`src/rtl/lock_pkg.sv`:
```
// Package: shared widths, state codes and the rule function for the lock.
// Assumes buttons are packed as {go, zero, one}, go in the top bit.
package lock_pkg;

    localparam int STATE_W = 3;
    localparam int BTN_W   = 3;
    localparam int ADDR_W  = STATE_W + BTN_W;
    localparam int ENTRY_W = STATE_W + 1;

    // Bit positions inside the packed button vector
    localparam int BTN_GO   = 2;
    localparam int BTN_ZERO = 1;
    localparam int BTN_ONE  = 0;

    // Fixed state codes
    localparam logic [STATE_W-1:0] ST_IDLE  = 3'b000;
    localparam logic [STATE_W-1:0] ST_D1    = 3'b001;
    localparam logic [STATE_W-1:0] ST_D2    = 3'b010;
    localparam logic [STATE_W-1:0] ST_D3    = 3'b011;
    localparam logic [STATE_W-1:0] ST_OPEN  = 3'b100;
    localparam logic [STATE_W-1:0] ST_FAULT = 3'b101;

    // Compute one rule-table entry {next_state, unlock} for an address {state, buttons}
    function automatic logic [ENTRY_W-1:0] rule_entry(input logic [ADDR_W-1:0] addr);
        logic [STATE_W-1:0] cur;
        logic [STATE_W-1:0] nxt;
        logic               go;
        logic               zero;
        logic               one;
        logic               legal;
        cur   = addr[ADDR_W-1 -: STATE_W];
        go    = addr[BTN_GO];
        zero  = addr[BTN_ZERO];
        one   = addr[BTN_ONE];
        legal = (cur <= ST_FAULT);
        if (go) begin
            nxt = ST_IDLE;
        end else if (!zero && !one) begin
            nxt = legal ? cur : ST_FAULT;
        end else if (zero && one) begin
            nxt = ST_FAULT;
        end else begin
            case (cur)
                ST_IDLE: nxt = zero ? ST_D1   : ST_FAULT;
                ST_D1:   nxt = one  ? ST_D2   : ST_FAULT;
                ST_D2:   nxt = one  ? ST_D3   : ST_FAULT;
                ST_D3:   nxt = zero ? ST_OPEN : ST_FAULT;
                default: nxt = ST_FAULT;
            endcase
        end
        return {nxt, (cur == ST_OPEN)};
    endfunction

endpackage

```
`src/rtl/lock_rule_rom.sv`:
```
// Module: lock_rule_rom
// Combinational rule table of 2**(SW+BW) entries, each {next_state, unlock}.
// Assumes the package rule function defines every entry; contents are built
// at elaboration by a generate loop, so no table is written out by hand.
module lock_rule_rom
    import lock_pkg::*;
#(
    parameter int SW = STATE_W,
    parameter int BW = BTN_W
) (
    input  logic [SW-1:0] state_i,
    input  logic [BW-1:0] btn_i,
    output logic [SW-1:0] next_o,
    output logic          open_o
);

    localparam int AW    = SW + BW;
    localparam int DEPTH = 1 << AW;
    localparam int EW    = SW + 1;

    logic [EW-1:0] tab [DEPTH];
    logic [EW-1:0] hit;

    // Fill each table word from the rule function
    for (genvar a = 0; a < DEPTH; a++) begin : g_entry
        assign tab[a] = rule_entry(AW'(a));
    end

    // Look up the entry for the present state and buttons
    always_comb begin
        hit    = tab[{state_i, btn_i}];
        next_o = hit[EW-1:1];
        open_o = hit[0];
    end

endmodule

```
`src/rtl/lock_state_reg.sv`:
```
// Module: lock_state_reg
// Holds the state code; synchronous active-low reset loads the idle code.
// Assumes next_i is valid every cycle.
module lock_state_reg
    import lock_pkg::*;
#(
    parameter int                SW       = STATE_W,
    parameter logic [SW-1:0]     RST_CODE = ST_IDLE
) (
    input  logic          clk,
    input  logic          rst_n,
    input  logic [SW-1:0] next_i,
    output logic [SW-1:0] state_o
);

    // Advance the state once per clock, or return to idle on reset
    always_ff @(posedge clk) begin
        if (!rst_n) begin
            state_o <= RST_CODE;
        end else begin
            state_o <= next_i;
        end
    end

endmodule

```
`src/rtl/comb_lock_fsm.sv`:
```
// Module: comb_lock_fsm
// Moore combination lock: go, then zero, one, one, zero opens it.
// Assumes each press input is a synchronised one-cycle pulse.
module comb_lock_fsm
    import lock_pkg::*;
(
    input  logic clk,
    input  logic rst_n,
    input  logic press_go,
    input  logic press_zero,
    input  logic press_one,
    output logic unlock
);

    logic [STATE_W-1:0] state_q;
    logic [STATE_W-1:0] state_d;
    logic [BTN_W-1:0]   btn;

    // Pack the buttons in table-address order
    always_comb begin
        btn           = '0;
        btn[BTN_GO]   = press_go;
        btn[BTN_ZERO] = press_zero;
        btn[BTN_ONE]  = press_one;
    end

    lock_rule_rom #(
        .SW(STATE_W),
        .BW(BTN_W)
    ) u_rom (
        .state_i(state_q),
        .btn_i  (btn),
        .next_o (state_d),
        .open_o (unlock)
    );

    lock_state_reg #(
        .SW      (STATE_W),
        .RST_CODE(ST_IDLE)
    ) u_state (
        .clk    (clk),
        .rst_n  (rst_n),
        .next_i (state_d),
        .state_o(state_q)
    );

endmodule

```
`config.mk`:
```
export PLATFORM = sky130hd
export DESIGN_NAME = comb_lock_fsm
export DESIGN_NICKNAME = d
export VERILOG_FILES = /design/src/rtl/lock_pkg.sv /design/src/rtl/lock_rule_rom.sv /design/src/rtl/lock_state_reg.sv /design/src/rtl/comb_lock_fsm.sv
export SDC_FILE = /design/constraint.sdc
export NUM_CORES = 1
export LEC_CHECK = 0
export ABC_AREA = 1
export CAP_MARGIN = 5
export CORE_AREA = 2 2 39 41
export DETAILED_ROUTE_END_ITERATION = 12
export DIE_AREA = 0 0 41 43
export PLACE_DENSITY_LB_ADDON = 0.1
export SYNTH_ARGS = -nofsm -noshare
export SYNTH_HDL_FRONTEND = slang
export SYNTH_SLANG_ARGS = --single-unit
```
`constraint.sdc`:
```
create_clock -name clk -period 2.4 [get_ports clk]
set_input_delay 0.48 -clock clk [delete_from_list [all_inputs] [get_ports clk]]
set_output_delay 0.48 -clock clk [all_outputs]
set_load 0.1 [all_outputs]
```
==> metrics.txt, run 1 <==
VDD IR max 0.157 mV; largest reg by FF count u_state.state_o; area delta synth->final 45.4%; R2R Setup Slk 1490 ps; Synth top area share 27.6%; Hold Violations, Final 0; vias in the first global route 234; DP HPWL 423 µm; crit-path max FO 4; Min Clock Period, post-route 1610 ps; layout cells sized above 1 17.4%; Slew HR 81.4%; Post-Syn Area per Cell 5.88 µm²; Port Buffers 5; GRT overflow 0; Die H 43 µm; worst setup path endpoint unlock; Power Dens Cells 600 nW/µm²; htree depth 1; top cells by area, synth dfxtp_1 (28%), nand2_1 (17%), inv_1 (10%); post-synth net total 42; # fillers 161; final instance area 317 µm²; maximum clock rate 622 MHz; number of cell rows 14; I/O pin total 6; Final #Nets 52; Final Max Tran Viols 0; final WL 516 µm; post-cts resize count 0; GPL Wtd Cong 0.664; Crit. End Element output port; Synth Flop Type dfxtp_1; Psw 0.0000569 W; clock buffers created by TritonCTS 3; Critical Path Start u_state.state_o[2]$_SDFF_PN0_; Seq/Total Area, Yosys 27.6%; RSZ-0062 raised after global routing false; Routed WL per cell 8.32 µm; reg2reg end u_state.state_o[2]$_SDFF_PN0_; netlist area before placement 218 µm²; CTS tree built; Synth Warn # 0; drt drc 0; RR Startpoint u_state.state_o[1]$_SDFF_PN0_; slew at the pin closest to its max-slew limit 281 ps; antenna violations before repair 0; dpl ws 843 ps; top-count cell post-synth nand2_1; #FFs+latches synth 3; Die W 41 µm; Root Buffer clkbuf_4; Total Routing Usage GR 8.03%; clk sinks 3; Regs by FF count u_state.state_o: 3 flops; fraction of registers with async set or reset after synthesis 0%; Worst Path Arrival 1130 ps; Worst Hold Class register to register; MaxCap Viol Count 0; DP Area 290 µm²; number of synthesized flops with an enable pin 0; Synth Instances 37; status completed; critical path class register to output port; vias 248; drt pass-1 iters 2; worst skew pair latency 230 ps; Pleak 0.156 nW; # diodes 0; Setup TNS 0 ps; number of routed nets with antenna violations 0; Final Setup Violations 0; Distinct cells, synth 15; Required @ worst endpoint 1920 ps; final worst path period share 66.9%; Vias/cell 4.00; internal power 0.000133 W; Post-CTS Setup Repair Bufs 0; Sw Ratio 30.0%; Clock Tree Buf Depth 2; die area 1760 µm²; Clock transition at path regs 40 ps; Layout Skew 2.72 ps; Clock power frac 45.6%; Synth area leader dfxtp_1; first-pass GRT wire length 883 µm; Reg power frac 30.9%; Reg2Reg Depth 5; largest net degree at the start of global routing 6; Post-synth top cells nand2_1 (10), inv_1 (6), nand3_1 (4), nor2_1 (4), dfxtp_1 (3); Detailed Route Iter0 Violations 5; max reg flops 3; CORE AREA 1380 µm²; startpoint types register; CTS Hold Bufs 0; Logic pwr share 23.5%; post-route setup slack 793 ps; final core utilization 22.9%; Starting Density 15.7%
[worst min path at each step]
stage / depth (start not counted) / from / endpoint
finish: 2 / u_state.state_o[2]$_SDFF_PN0_ / u_state.state_o[2]$_SDFF_PN0_
global route: 2 / u_state.state_o[2]$_SDFF_PN0_ / u_state.state_o[2]$_SDFF_PN0_
CTS: 2 / u_state.state_o[2]$_SDFF_PN0_ / u_state.state_o[2]$_SDFF_PN0_
detailed placement: 2 / u_state.state_o[2]$_SDFF_PN0_ / u_state.state_o[2]$_SDFF_PN0_
global placement: 2 / u_state.state_o[2]$_SDFF_PN0_ / u_state.state_o[2]$_SDFF_PN0_
floorplan: 2 / u_state.state_o[2]$_SDFF_PN0_ / u_state.state_o[2]$_SDFF_PN0_
[critical path, stage by stage, from the launching register on]
cell and delay (ps):
dfxtp_1 400, nor3b_2 190, buf_4 310
[per-layer routing]
| metal | track usage, % | share of wire [%] |
|---|---|---|
| met5 | 0 | 0 |
| met4 | 8.00 | 0 |
| met2 | 11.3 | 46 |
| met3 | 4.19 | 8.5 |
| met1 | 7.72 | 46 |
[cell families after synthesis]
logic type	synth area share, %
simple gates	50.0
buf+inv	12.1
compound gates	10.3
flops	27.6
[per-stage QoR]
stage	std cells	power, W	hold WS, ps
floorplan	37	0.0000887	523
global placement	58	0.000105	559
detailed placement	58	0.000104	569
CTS	62	0.000196	578
global route	62	0.000205	622
finish	62	0.000190	576
[power by group through the flow]
| stage | Clock [W] | Sequential [W] | Combinational [W] |
|---|---|---|---|
| global placement | 0 | 0.0000596 | 0.0000449 |
| global route | 0.0000970 | 0.0000594 | 0.0000488 |
| finish | 0.0000866 | 0.0000587 | 0.0000446 |
| CTS | 0.0000921 | 0.0000587 | 0.0000451 |
| detailed placement | 0 | 0.0000593 | 0.0000448 |
| floorplan | 0 | 0.0000585 | 0.0000302 |
[area by class of cell]
| type | count | area [µm²] | area share (%) |
|---|---|---|---|
| Sequential cell | 3 | 60.1 | 19.0 |
| Tap cell | 16 | 20.0 | 6.32 |
| Inverter | 7 | 26.3 | 8.30 |
| Multi-Input combinational cell | 27 | 136 | 43.1 |
| Clock buffer | 4 | 26.3 | 8.30 |
| Timing Repair Buffer | 5 | 47.5 | 15.0 |
[layout by cell type (no fill, tap or decap)]
cell type	n
a21oi_1	1
buf_4	1
clkbuf_1	1
clkbuf_4	3
clkdlybuf4s50_1	4
dfxtp_1	3
inv_1	6
inv_2	1
nand2_1	10
nand3_1	4
nand4_1	1
nor2_1	4
nor2_2	1
nor2_4	1
nor3_1	1
nor3b_2	1
o21a_1	1
o21ai_0	1
o21ai_1	1
(Power assumes the default switching activity.)
==> run 2, diff against run 1 <==
==> constraint.sdc (replaced) <==
create_clock -name clk -period 1.7 [get_ports clk]
set_input_delay 0.34 -clock clk [delete_from_list [all_inputs] [get_ports clk]]
set_output_delay 0.34 -clock clk [all_outputs]
set_load 0.1 [all_outputs]
==> run 2 against run 1 <==
First-iteration DRC count shrank 80%. Cell area grew 5.9%. Cell count is the same. Global-route usage shrank 0.22 points. Critical path depth is the same. Worst setup slack lost 530 ps. Clock skew grew 2.6 ps. Routed wire length shrank 4.3%. Sequential power grew 43%. Register-to-register slack lost 740 ps. Die area is the same. Highest routed layer unchanged.
==> metrics.txt, run 2 (same netlist as run 1, synthesis figures left out) <==
status completed (unchanged); Total Routing Usage GR 7.82% (was 8.03%); Slew HR 84.8% (was 81.4%); layout cells sized above 1 17.4% (unchanged); Sw Ratio 30.1% (was 30.0%); post-cts resize count 0 (unchanged); R2R Setup Slk 750 ps (was 1490 ps); Detailed Route Iter0 Violations 1 (was 5); Final #Nets 52 (unchanged); Clock power frac 44.5% (was 45.6%); maximum clock rate 697 MHz; Critical Path Start u_state.state_o[2]$_SDFF_PN0_ (unchanged); Die W 41 µm (unchanged); drt drc 0 (unchanged); Clock Tree Buf Depth 2 (unchanged); Vias/cell 3.98 (was 4.00); first-pass GRT wire length 876 µm (was 883 µm); Worst Hold Class register to register (unchanged); vias 247 (was 248); Post-CTS Setup Repair Bufs 0 (unchanged); I/O pin total 6 (unchanged); Regs by FF count u_state.state_o: 3 flops (unchanged); largest reg by FF count u_state.state_o (unchanged); htree depth 1 (unchanged); max reg flops 3 (unchanged); worst setup path endpoint unlock (unchanged); CORE AREA 1380 µm² (unchanged); Logic pwr share 25.4% (was 23.5%); die area 1760 µm² (unchanged); antenna violations before repair 0 (unchanged); Layout Skew 5.29 ps (was 2.72 ps); clk sinks 3 (unchanged); final worst path period share 84.4%; number of routed nets with antenna violations 0 (unchanged); Setup TNS 0 ps (unchanged); RSZ-0062 raised after global routing false (unchanged); worst skew pair latency 230 ps (about the same); crit-path max FO 4 (unchanged); Min Clock Period, post-route 1440 ps; slowest cell on the critical path dfxtp_1 (unchanged); drt pass-1 iters 2 (unchanged); clock buffers created by TritonCTS 3 (unchanged); Final Setup Violations 0 (unchanged); reg2reg end u_state.state_o[2]$_SDFF_PN0_ (unchanged); Power Dens Cells 832 nW/µm² (was 600 nW/µm²); MaxCap Viol Count 0 (unchanged); RR Startpoint u_state.state_o[1]$_SDFF_PN0_ (unchanged); Crit. End Element output port (unchanged); vias in the first global route 239 (was 234); Clock transition at path regs 40 ps (about the same); DP HPWL 424 µm (was 423 µm); leading cell types in the layout, fill and taps excluded nand2_1 (10), inv_1 (6), nor2_1 (4), nand3_1 (4), clkdlybuf4s50_1 (4) (unchanged); CTS Hold Bufs 0 (unchanged); GRT overflow 0 (unchanged); number of cell rows 14 (unchanged); Worst Path Arrival 1100 ps (was 1130 ps); area delta synth->final 54.0% (was 45.4%); Psw 0.0000841 W (was 0.0000569 W); critical path class register to output port (unchanged); Starting Density 15.7% (unchanged); WHS 580 ps (was 576 ps); Die H 43 µm (unchanged); CTS tree built (unchanged); Reg power frac 30.1% (was 30.9%); Hold Violations, Final 0 (unchanged); Required @ worst endpoint 1360 ps (was 1920 ps); VDD IR max 0.265 mV (was 0.157 mV); Pleak 0.157 nW (was 0.156 nW); slew at the pin closest to its max-slew limit 228 ps (was 281 ps); sequence of cells on the critical path nor3b_4 -> buf_12 (was nor3b_2 -> buf_4); max incr delay on CP 410 ps (was 400 ps); internal power 0.000195 W (was 0.000133 W); most common cell after layout, fill and taps aside nand2_1 (unchanged); Reg2Reg Depth 5 (unchanged); final WL 494 µm (was 516 µm); final core utilization 24.2% (was 22.9%); Routed WL per cell 7.97 µm (was 8.32 µm); # diodes 0 (unchanged); Port Buffers 5 (unchanged); GPL Wtd Cong 0.707 (was 0.664); Root Buffer clkbuf_4 (unchanged); Worst Hold Depth 2 (unchanged); Final Max Tran Viols 0 (unchanged); largest net degree at the start of global routing 6 (unchanged); startpoint types register (unchanged)
==> run 2: metal layers <==
| layer | part of all wire [%] | up-vias | wire length (µm) | track usage [%] |
|---|---|---|---|---|
| li1 | - | 136 | - | - |
| met1 | 41 | 108 | 204 | 7.35 |
| met2 | 53 | 3 | 261 | 11.3 |
| met3 | 5.7 | 0 | 28 | 5.24 |
| met4 | 0 | 0 | 0 | 6.00 |
| met5 | 0 | - | 0 | 0 |
==> run 2: area by class of cell <==
class,count,area (µm²)
fillers,160,1050
well taps,16,20.0
repair buffers,5,60.1
flip-flops and latches,3,60.1
clock buffers,4,26.3
multi-input cells,27,143
inverters,7,26.3
==> run 2: power groups by stage <==
| stage | Combinational (W) | Sequential (W) | Clock, W |
|---|---|---|---|
| 5_1_grt | 0.0000777 | 0.0000848 | 0.000141 |
| 2_1_floorplan | 0.0000447 | 0.0000837 | 0 |
| 6_report | 0.0000708 | 0.0000841 | 0.000124 |
| 3_3_place_gp | 0.0000712 | 0.0000854 | 0 |
| 3_5_place_dp | 0.0000714 | 0.0000852 | 0 |
| 4_1_cts | 0.0000716 | 0.0000841 | 0.000132 |
==> run 2: worst min-delay path by stage <==
stage | start | to
floorplan | press_go | u_state.state_o[1]$_SDFF_PN0_
global placement | u_state.state_o[2]$_SDFF_PN0_ | u_state.state_o[2]$_SDFF_PN0_
detailed placement | u_state.state_o[2]$_SDFF_PN0_ | u_state.state_o[2]$_SDFF_PN0_
CTS | u_state.state_o[2]$_SDFF_PN0_ | u_state.state_o[2]$_SDFF_PN0_
global route | u_state.state_o[2]$_SDFF_PN0_ | u_state.state_o[2]$_SDFF_PN0_
finish | u_state.state_o[2]$_SDFF_PN0_ | u_state.state_o[2]$_SDFF_PN0_
==> run 2: metrics by stage <==
step | power, W | cells | area, µm² | worst slack (ps)
after detailed placement | 0.000157 | 58 | 309 | 303
after global placement | 0.000157 | 58 | 309 | 303
after floorplan | 0.000128 | 37 | 229 | 104
after CTS | 0.000287 | 62 | 335 | 243
final | 0.000279 | 62 | 335 | 265
after global routing | 0.000303 | 62 | 335 | 220
==> run 2: worst max-delay path, delay by kind of cell, from the launching register on <==
family	cells	cell delay, ps
and+or+nand+nor	1	250
buffers and inverters	1	200
DFF	1	410
==> run 3, diff against run 2 <==
==> constraint.sdc (replaced) <==
create_clock -name clk -period 1.2 [get_ports clk]
set_input_delay 0.24 -clock clk [delete_from_list [all_inputs] [get_ports clk]]
set_output_delay 0.24 -clock clk [all_outputs]
set_load 0.1 [all_outputs]
==> run 3 against run 2 <==
The flow now finishes with violations (setup timing). Combinational power rose by 61%. Hold slack improved by 47 ps. Routed wire length rose by 11%. Clock skew fell by 4.4 ps. Critical endpoint unchanged. Global-route usage rose by 0.80 points.
==> metrics.txt, run 3 (same netlist as run 1, synthesis figures left out) <==
status finished with violations (was completed); failing checks setup timing; crit-path max FO 2 (was 4); layout cells sized above 1 28.6% (was 17.4%); Die W 41 µm (unchanged); number of routed nets with antenna violations 0 (unchanged); drt pass-1 iters 4 (was 2); Regs by FF count u_state.state_o: 3 flops (unchanged); slew at the pin closest to its max-slew limit 182 ps (was 228 ps); Clock Tree Buf Depth 2 (unchanged); Routed WL per cell 8.42 µm (was 7.97 µm); vias in the first global route 275 (was 239); largest net degree at the start of global routing 6 (unchanged); Layout Skew 0.865 ps (was 5.29 ps); Final Max Tran Viols 0 (unchanged); critical path class register to output port (unchanged); CORE AREA 1380 µm² (unchanged); Clock transition at path regs 40 ps (about the same); Die H 43 µm (unchanged); # diodes 0 (unchanged); RSZ-0062 raised after global routing true (was false); htree depth 1 (unchanged); Power Dens Cells 1100 nW/µm² (was 832 nW/µm²); Port Buffers 5 (unchanged); number of cell rows 14 (unchanged); Final Setup Violations 1 (was 0); startpoint types register (unchanged); max reg flops 3 (unchanged); Tot Pwr 0.000404 W (was 0.000279 W); Vias/cell 4.11 (was 3.98); highest routed layer met3 (unchanged); R2R Setup Slk 210 ps (was 750 ps); Hold Violations, Final 0 (unchanged); drt drc 0 (unchanged); GPL Wtd Cong 0.737 (was 0.707); most common cell after layout, fill and taps aside nand2_1 (unchanged); Final #Nets 55 (was 52); final worst path period share 103%; Min Clock Period, post-route 1240 ps; die area 1760 µm² (unchanged); Total Routing Usage GR 8.62% (was 7.82%); MaxCap Viol Count 0 (unchanged); Clock power frac 43.5% (was 44.5%); Slew HR 87.8% (was 84.8%); Worst Path Arrival 1000 ps (was 1100 ps); Reg power frac 28.3% (was 30.1%); dpl ws -79.5 ps (was 303 ps); Starting Density 15.7% (unchanged); Logic pwr share 28.2% (was 25.4%); routed length on met3 18 µm (was 28 µm); clk sinks 3 (unchanged); Hold Startpoint rst_n (was u_state.state_o[2]$_SDFF_PN0_); final core utilization 26.5% (was 24.2%); post-route setup slack -39.1 ps (was 265 ps); met2 WL 303 µm (was 261 µm); Detailed Route Iter0 Violations 11 (was 1); DP HPWL 414 µm (was 424 µm); RR Startpoint u_state.state_o[1]$_SDFF_PN0_ (unchanged); Crit. End Element output port (unchanged); leading cell types in the layout, fill and taps excluded nand2_1 (10), inv_1 (6), nor2_1 (4), nand3_1 (4), clkdlybuf4s50_1 (4) (unchanged); largest reg by FF count u_state.state_o (unchanged); VDD IR max 0.335 mV (was 0.265 mV); first-pass GRT wire length 1010 µm (was 876 µm); Critical Path Start u_state.state_o[1]$_SDFF_PN0_ (was u_state.state_o[2]$_SDFF_PN0_); CTS tree built (unchanged); M1 wire length 224 µm (was 204 µm); Pleak 0.175 nW (was 0.157 nW); CTS Hold Bufs 0 (unchanged); Sw Ratio 29.9% (was 30.1%); vias 267 (was 247); area delta synth->final 68.4% (was 54.0%); maximum clock rate 807 MHz; Required @ worst endpoint 960 ps (was 1360 ps); clock buffers created by TritonCTS 3 (unchanged); Worst Hold Class input pin to register (was register to register); I/O pin total 6 (unchanged); worst skew pair latency 230 ps (about the same); Psw 0.000121 W (was 0.0000841 W); GRT overflow 0 (unchanged); Root Buffer clkbuf_4 (unchanged); internal power 0.000283 W (was 0.000195 W); antenna violations before repair 0 (unchanged); final WL 547 µm (was 494 µm)
==> run 3: area by class of cell <==
| cell class | instances | area (µm²) |
|---|---|---|
| Fill cell | 144 | 1020 |
| Clock buffer | 4 | 26.3 |
| Inverter | 7 | 26.3 |
| Timing Repair Buffer | 8 | 82.6 |
| Multi-Input combinational cell | 27 | 143 |
| Tap cell | 16 | 20.0 |
| Sequential cell | 3 | 68.8 |
==> run 3: timing repair <==
| item | CTS | global route |
|---|---|---|
| buffers inserted | 2 | 0 |
| pin swaps | 1 | 0 |
| gates cloned | 0 | 0 |
| endpoints found under the setup margin | 1 | 1 |
| gates resized for setup | 4 | 0 |
==> run 3: worst paths after layout <==
check | endpoint | cells after the start
hold / removal | u_state.state_o[2]$_SDFF_PN0_ | 3
setup reg to reg | u_state.state_o[0]$_SDFF_PN0_ | 7
hold reg to reg | u_state.state_o[1]$_SDFF_PN0_ | 3
setup / recovery | unlock | 2
==> run 3: power groups by stage <==
| stage | Combinational (W) | Clock, W | Sequential, W |
|---|---|---|---|
| 2_1_floorplan | 0.0000634 | 0 | 0.000119 |
| 3_3_place_gp | 0.000106 | 0 | 0.000122 |
| 3_5_place_dp | 0.000106 | 0 | 0.000121 |
| 4_1_cts | 0.000114 | 0.000183 | 0.000114 |
| 5_1_grt | 0.000125 | 0.000202 | 0.000115 |
| 6_report | 0.000114 | 0.000175 | 0.000114 |
==> run 3: worst max-delay path: stages, from the launching register on <==
cell	delay (ps)
dfxtp_4	340
nor3b_4	220
buf_12	200
==> run 3: routing by layer <==
layer	up-vias	track usage, %
met1	125	8.95
li1	139	-
met2	3	13.4
met5	-	0
met3	0	3.14
met4	0	6.00
==> run 3: through the flow <==
stage | hold slack [ps] | cell area, µm² | setup TNS [ps] | cells
global route | 636 | 367 | -92.0 | 65
CTS | 629 | 367 | -51.1 | 65
detailed placement | 531 | 318 | -199 | 59
floorplan | 404 | 230 | -242 | 37
finish | 626 | 367 | -39.1 | 65
global placement | 541 | 318 | -197 | 59
